**config.mk**
```make
export PLATFORM = sky130hd
export DESIGN_NAME = mdio_frame_ctrl
export DESIGN_NICKNAME = d
export VERILOG_FILES = /design/src/rtl/mdio_frame_ctrl.sv
export SDC_FILE = /design/constraint.sdc
export NUM_CORES = 1
export LEC_CHECK = 0
export BUFFER_PORTS_ARGS = -buffer_cell sky130_fd_sc_hd__buf_2
export CAP_MARGIN = 10
export CORE_MARGIN = 1
export CORE_UTILIZATION = 30
export DETAILED_ROUTE_END_ITERATION = 10
export SETUP_SLACK_MARGIN = 0.02
export SYNTH_ARGS = -nofsm -noshare
export SYNTH_HDL_FRONTEND = slang
export SYNTH_SLANG_ARGS = --single-unit
```
**constraint.sdc**
```tcl
create_clock -name clk -period 2.6 [get_ports clk]
set_clock_uncertainty 0.05 [all_clocks]
set_input_delay 0.13 -clock clk [delete_from_list [all_inputs] [get_ports clk]]
set_output_delay 0.13 -clock clk [all_outputs]
set_load 0.005 [all_outputs]
```
**src/rtl/mdio_frame_ctrl.sv**
```systemverilog
module mdio_frame_ctrl #(
  parameter int RST_CYC = 4,
  parameter int DIVW    = 6
) (
  input  logic        clk,
  input  logic        rst_n,
  input  logic        reg_we,
  input  logic [2:0]  reg_addr,
  input  logic [31:0] reg_wdata,
  output logic [31:0] reg_rdata,
  output logic        mdc,
  output logic        mdio_o,
  output logic        mdio_oe,
  input  logic        mdio_i,
  output logic        irq
);
  localparam int RCW = $clog2(RST_CYC + 1);
  localparam logic [2:0] A_CTL = 3'd0, A_EVT = 3'd1, A_MSK = 3'd2,
                         A_SPD = 3'd3, A_FRM = 3'd4;

  logic [31:0]     frame_q;
  logic            done_q, mask_q, busy_q;
  logic [DIVW-1:0] div_q, cnt_q;
  logic [5:0]      bitn_q;
  logic [RCW-1:0]  rcnt_q;

  wire srst   = rcnt_q != '0;
  wire wr_ok  = reg_we && !srst;
  wire is_rd  = frame_q[29:28] == 2'b10;
  wire tick   = busy_q && (cnt_q == div_q - DIVW'(1));
  wire start  = wr_ok && reg_addr == A_FRM && !busy_q && div_q != '0;
  wire finish = tick && mdc && bitn_q == 6'd63;
  wire ev_clr = wr_ok && reg_addr == A_EVT && reg_wdata[0];

  assign mdio_o  = busy_q && (bitn_q < 6'd32 || frame_q[~bitn_q[4:0]]);
  assign mdio_oe = busy_q && !(is_rd && bitn_q >= 6'd46);
  assign irq     = done_q && mask_q;

  always_ff @(posedge clk or negedge rst_n) begin
    if (!rst_n) begin
      rcnt_q  <= '0;
      frame_q <= '0;
      done_q  <= 1'b0;
      mask_q  <= 1'b0;
      div_q   <= '0;
      busy_q  <= 1'b0;
      cnt_q   <= '0;
      bitn_q  <= '0;
      mdc     <= 1'b0;
    end else begin
      if (srst)
        rcnt_q <= rcnt_q - RCW'(1);
      else if (reg_we && reg_addr == A_CTL && reg_wdata[0])
        rcnt_q <= RCW'(RST_CYC);

      if (srst) begin
        frame_q <= '0;
        done_q  <= 1'b0;
        mask_q  <= 1'b0;
        div_q   <= '0;
        busy_q  <= 1'b0;
        cnt_q   <= '0;
        bitn_q  <= '0;
        mdc     <= 1'b0;
      end else begin
        if (wr_ok && reg_addr == A_MSK) mask_q <= reg_wdata[0];
        if (wr_ok && reg_addr == A_SPD) div_q  <= reg_wdata[DIVW:1];

        if (start) begin
          frame_q <= reg_wdata;
          busy_q  <= 1'b1;
          bitn_q  <= '0;
          cnt_q   <= '0;
          mdc     <= 1'b0;
        end else if (busy_q) begin
          if (tick) begin
            cnt_q <= '0;
            mdc   <= ~mdc;
            if (!mdc) begin
              if (is_rd && bitn_q >= 6'd48)
                frame_q[15:0] <= {frame_q[14:0], mdio_i};
            end else if (bitn_q == 6'd63) begin
              busy_q <= 1'b0;
            end else begin
              bitn_q <= bitn_q + 6'd1;
            end
          end else begin
            cnt_q <= cnt_q + DIVW'(1);
          end
        end

        if (finish)      done_q <= 1'b1;
        else if (ev_clr) done_q <= 1'b0;
      end
    end
  end

  always_comb begin
    case (reg_addr)
      A_CTL:   reg_rdata = {31'b0, srst};
      A_EVT:   reg_rdata = {31'b0, done_q};
      A_MSK:   reg_rdata = {31'b0, mask_q};
      A_SPD:   reg_rdata = {{(31-DIVW){1'b0}}, div_q, 1'b0};
      A_FRM:   reg_rdata = frame_q;
      default: reg_rdata = '0;
    endcase
  end

  // MDC idles low
  a_r2_mdc_idle_low: assert property (@(posedge clk) disable iff (!rst_n)
    !busy_q |-> !mdc);
  // preamble bits are ones
  a_r1_preamble_ones: assert property (@(posedge clk) disable iff (!rst_n)
    busy_q && bitn_q < 6'd32 |-> mdio_o && mdio_oe);
  // a zero divider never starts a frame
  a_r3_no_start_zero: assert property (@(posedge clk) disable iff (!rst_n)
    !busy_q && div_q == '0 |=> !busy_q);
  // completion flag is sticky
  a_r6_done_sticky: assert property (@(posedge clk) disable iff (!rst_n)
    done_q && !ev_clr && !srst |=> done_q);
  // interrupt needs the mask
  a_r7_irq_masked: assert property (@(posedge clk) disable iff (!rst_n)
    irq |-> mask_q && done_q);
  // command half holds while a frame runs
  a_r8_frame_hold: assert property (@(posedge clk) disable iff (!rst_n)
    busy_q && !srst |=> $stable(frame_q[31:16]));
  // soft reset leaves the block idle
  a_r9_reset_idle: assert property (@(posedge clk) disable iff (!rst_n)
    srst |=> !busy_q && !done_q);
endmodule

```
Word level (Yosys, flattened, before mapping)
Cells that the tools add are included.

cells by class
  bitwise logic cells = 2
  magnitude comparators = 4
  mux-type cells = 39
  add/sub/neg operators = 4
  eq/ne operators = 9
  reduce and logical (&&, ||, !) cells = 37

operator list
  kind                                                                    count
  32-bit case mux with 5 select lines                                     1
  16-bit 2-to-1 mux                                                       6
  6-bit 2-to-1 mux                                                        12
  32-bit 2-to-1 mux                                                       1
  1-bit logical AND                                                       18
  3-bit nonzero test                                                      6
  1-bit 2-to-1 mux                                                        16
  6-bit by 1-bit adder with 6-bit output (second input constant)          2
  6-bit >= comparator (second input constant)                             2
  4-bit AND reduction                                                     2
  2-bit nonzero test                                                      4
  3-bit by 2-bit equality test with 1-bit output (second input constant)  2
  6-bit equality test                                                     1
  6-bit equality test (second input constant)                             1
  5-bit by 6-bit < comparator with 1-bit output (second input constant)   1
  6-bit < comparator (second input constant)                              1
  3-bit 2-to-1 mux                                                        2
  6-bit nonzero test                                                      1
  6-bit by 1-bit subtractor with 6-bit output (second input constant)     1
  1-bit binary-select mux with 5-bit select                               1
  5-bit inverter                                                          1
  3-bit by 1-bit equality test with 1-bit output (second input constant)  1
  3-bit equality test (second input constant)                             1
  1-bit logical NOT                                                       3
  other kinds (8)                                                         8

word-level totals
  output and inout port bits = 36
  register bits after elaboration = 57
  word-level logic and storage cells = 105
  input port bits = 39

Depth between registers and ports, before layout
  depth after elaboration = 8
  gate-level depth with buffers = 9

Least setup slack after synthesis
OpenSTA, ideal clock, no wires.

  kind = reg-to-reg
  start point = register div_q[0]
  end point = register frame_q[0]
  path buffers = 2
  required time = 2425 ps
  arrival = 2220 ps
  library setup time = 125 ps
  period minus slack after synthesis = 2395 ps
  stages on the path, launching flop included = 10
  setup slack = 205 ps
  path through = dfrtp_1 > inv_1 > ha_1 > o21ba_1 > a221oi_2 > o221ai_2 > o31a_1 > buf_6 > buf_8 > mux2_4

on the way
  longest elaborated chain between the ends = 5

RTL lines
  element                                      line  RTL
  from (decl)                                  23    logic [DIVW-1:0] div_q, cnt_q;
  from (signal assigned)                       67    if (wr_ok && reg_addr == A_SPD) div_q <= reg_wdata[DIVW:1];
  6-bit by 1-bit subtractor with 6-bit output  30    wire tick = busy_q && (cnt_q == div_q - DIVW'(1));
  6-bit equality test                          30
  1-bit logical AND                            30
  3-bit nonzero test (no source line)          -
  4-bit AND reduction (no source line)         -
  to (signal assigned)                         70    frame_q <= reg_wdata;
  to (signal assigned)                         81    frame_q[15:0] <= {frame_q[14:0], mdio_i};
  to (decl)                                    21    logic [31:0] frame_q;

Parallel ways exist; a longest one is shown, timed or not.
A chain may end at the register's enable or synchronous reset.

Worst setup path after layout
  start point = register bitn_q[0]
  end point = output mdio_o

on the way
  longest elaborated chain between the ends = 5

RTL lines
  element                                    line  RTL
  from (decl)                                24    logic [5:0] bitn_q;
  from (signal assigned)                     85    bitn_q <= bitn_q + 6'd1;
  5-bit inverter                             35    assign mdio_o = busy_q && (bitn_q < 6'd32 || frame_q[~bitn_q[4:0]]);
  1-bit binary-select mux with 5-bit select  35
  1-bit 2-to-1 mux (implied by the code)     35
  1-bit logical OR (*)                       35
  1-bit logical AND (*)                      35
  to (decl)                                  12    output logic mdio_o,

Mark *: on every way between the ends. The rest lies on a longest branch, timed or not. The select of a mux whose other input is x is not followed.

==> metrics <==
Top delay family on crit path compound AO/OA/AOI/OAI gates; critical path cell sequence mux4_2, and2_1, a211oi_1, a211oi_1, o31a_1, buf_2; total I/O pin count 75; TritonCTS clock tree built; Max Cap Violations 0; vias 3199; root buffer cell clkbuf_16; global-route wire length before repair 16200 microns; WP data arrival 2280 ps; final wirelength 9650 microns; outcome completed; gpl congestion 0.904; Post-synth EDFFs 0; global route total overflow 0; port buffer count 74; Final setup viols 0; DR pass1 iterations 4; synthesized flop and latch total 57; # DRC 0; most used cell, CP a211oi_1; placed insts 592; overall die width 110 microns; Syn Nets 432; PwrDens 772 mW/mm^2; Die Area 0.0122 sq mm; TritonCTS Sinks 57; Initial Utilization 30.9%; n_diodes 0; largest net degree at the start of global routing 58; critical path capture point type output port; RSZ-0062 raised after global routing false; CP peak stage delay 530 ps; yosys warns 0; clock latency on the worst-skew pair 330 ps; layout cell share with drive strength beyond 1 27.7%; Detailed Route Iter0 Violations 181; DR WL/cell 15.5 microns; Nets 519; Total Neg Setup Slack 0 ps; vias in the first global route 3208; Final Non-Filler Cells 624; crit path time final 2460 ps; FILL cells 1161; Setup Crit Path Kind reg -> out; Syn-to-layout area delta 30.5%; required time of the critical path 2420 ps; core area 0.0114 sq mm; placed inst area 0.00408 sq mm; fmax 406 MHz; Mean Syn Cell Area 9.07 sq um; final instance area 0.00460 sq mm; Resize count post-CTS 0; worst slew pin tran 734 ps; Tcrit/Tclk final 94.7%; H-tree depth 3; slowest cell on the critical path mux4_2; final slew viol count 0; Async SR Flop Fraction 100%; Mapped Cells 389; initial antenna violation count 0; Max VDD drop 0.312 mV; Hold Path Class in -> reg; Crit Path Max Fanout 5; ANT nets after route 0; FP Rows 39; clock slew at reported path FFs 50 ps; final hold violations 0; dpl hpwl 6700 microns; CTS Buf Count 9; relative slew slack 51.1%; Post-Syn Area 0.00353 sq mm; die height 110 microns; Leakage 2.13 nW; Tot Pwr 3.55 mW; CTS Buffer Depth 2; sequential area share after synthesis 40.4%; routed vias/inst 5.13; Startpoint Class flop; Total GRT Usage 16.4%; Bufs and invs on worst path 1; synth unique cells 49; setup bufs post-CTS 0; top_reg_cell synth dfrtp_1
==> repair_timing <==
action                                 in CTS  in global routing
hold buffers                               16                  0
endpoints found under the hold margin      72                  0
setup endpoints to repair                   0                  0
==> cells in the final DEF (no fill, tap or decap), types with 7 or more instances in the layout <==
master / Yosys / final
nor2_1: 9 / 9
dlygate4sd3_1: 0 / 16
a21oi_1: 48 / 48
xor2_1: 8 / 8
mux2i_1: 7 / 7
nand3_1: 11 / 11
dfrtp_1: 57 / 57
o21ai_0: 7 / 7
inv_1: 7 / 7
nor3_1: 9 / 9
buf_4: 0 / 12
and2_1: 29 / 29
mux2_4: 10 / 10
buf_2: 4 / 74
nand2_1: 86 / 86
clkbuf_16: 0 / 9
==> cell type report <==
type | instances | area [sq um] | area share, %
multi-input cells | 298 | 1970 | 42.7
flip-flops and latches | 57 | 1430 | 31.0
repair buffers | 103 | 641 | 13.9
clock buffers | 12 | 267 | 5.79
well taps | 143 | 179 | 3.89
clock inverters | 4 | 97.6 | 2.12
inverters | 7 | 26.3 | 0.571
==> worst paths after layout <==
check,startpoint,end,slack [ps],cells past startpoint
hold / removal,reg_wdata[28],frame_q[28],7,3
setup / recovery,bitn_q[0],mdio_o,140,6
max in group asynchronous,rst_n,frame_q[5],1560,3
min in group asynchronous,rst_n,mask_q,450,3
hold reg to reg,rcnt_q[0],rcnt_q[0],460,1
setup reg to reg,div_q[1],frame_q[14],200,8
==> where the power goes <==
| group | total [mW] | switching, mW | internal [mW] |
|---|---|---|---|
| logic | 0.807 | 0.362 | 0.445 |
| clock network | 1.43 | 0.415 | 1.01 |
| registers | 1.32 | 0.242 | 1.08 |
| total | 3.55 | 1.02 | 2.53 |
==> flip-flops by register name, indices dropped and copies added, names as in the netlist <==
| register | cells |
|---|---|
| busy_q | 1 |
| mdc | 1 |
| bitn_q | 6 |
| rcnt_q | 3 |
| done_q | 1 |
| frame_q | 32 |
| div_q | 6 |
| mask_q | 1 |
| cnt_q | 6 |
==> stage by stage <==
step | util, % | hold WS (ps) | setup slack [ps]
4_1_cts | 40.3 | 0.691 | 98.1
2_1_floorplan | - | -216 | 205
6_report | 40.3 | 7.34 | 138
3_5_place_dp | 35.7 | 280 | 222
5_1_grt | 40.3 | 24.6 | 39.5
3_3_place_gp | 35.7 | 289 | 290
==> metal layers <==
metal	vias to the layer above	GRT usage, %	wire [microns]
met3	18	2.96	352
met4	0	7.02	213
li1	1534	-	-
met2	89	27.4	4810
met5	-	0	0
met1	1558	20.7	4270
==> cells by family after synthesis <==
kind of cell | after synthesis | synth area share, %
AND/OR/NAND/NOR | 173 | 24.1
multiplexers | 29 | 12.0
XOR/XNOR | 12 | 2.98
flip-flops | 57 | 40.4
adder cells (fa/ha/maj) | 4 | 1.42
AO/OA/AOI/OAI | 80 | 14.8
buffers and inverters | 34 | 4.29
==> cells in the mapped netlist, types with 5 or more instances <==
cell type	count	area, sq um
nand2_1	86	323
dfrtp_1	57	1430
a21oi_1	48	240
and2_1	29	181
clkbuf_1	20	75.1
nand3_1	11	55.1
mux2_4	10	150
nor2_1	9	33.8
nor3_1	9	45.0
xor2_1	8	70.1
inv_1	7	26.3
mux2i_1	7	70.1
o21ai_0	7	35.0
a22o_1	6	52.6
mux2_2	6	67.6
mux4_2	6	135
or3_1	6	37.5
nand4_1	5	31.3
==> worst min-delay path: stages <==
cell	delay, ps
buf_2	100
nand2_1	50
a21oi_1	60
Note: power is estimated with default switching activity, not from simulation.
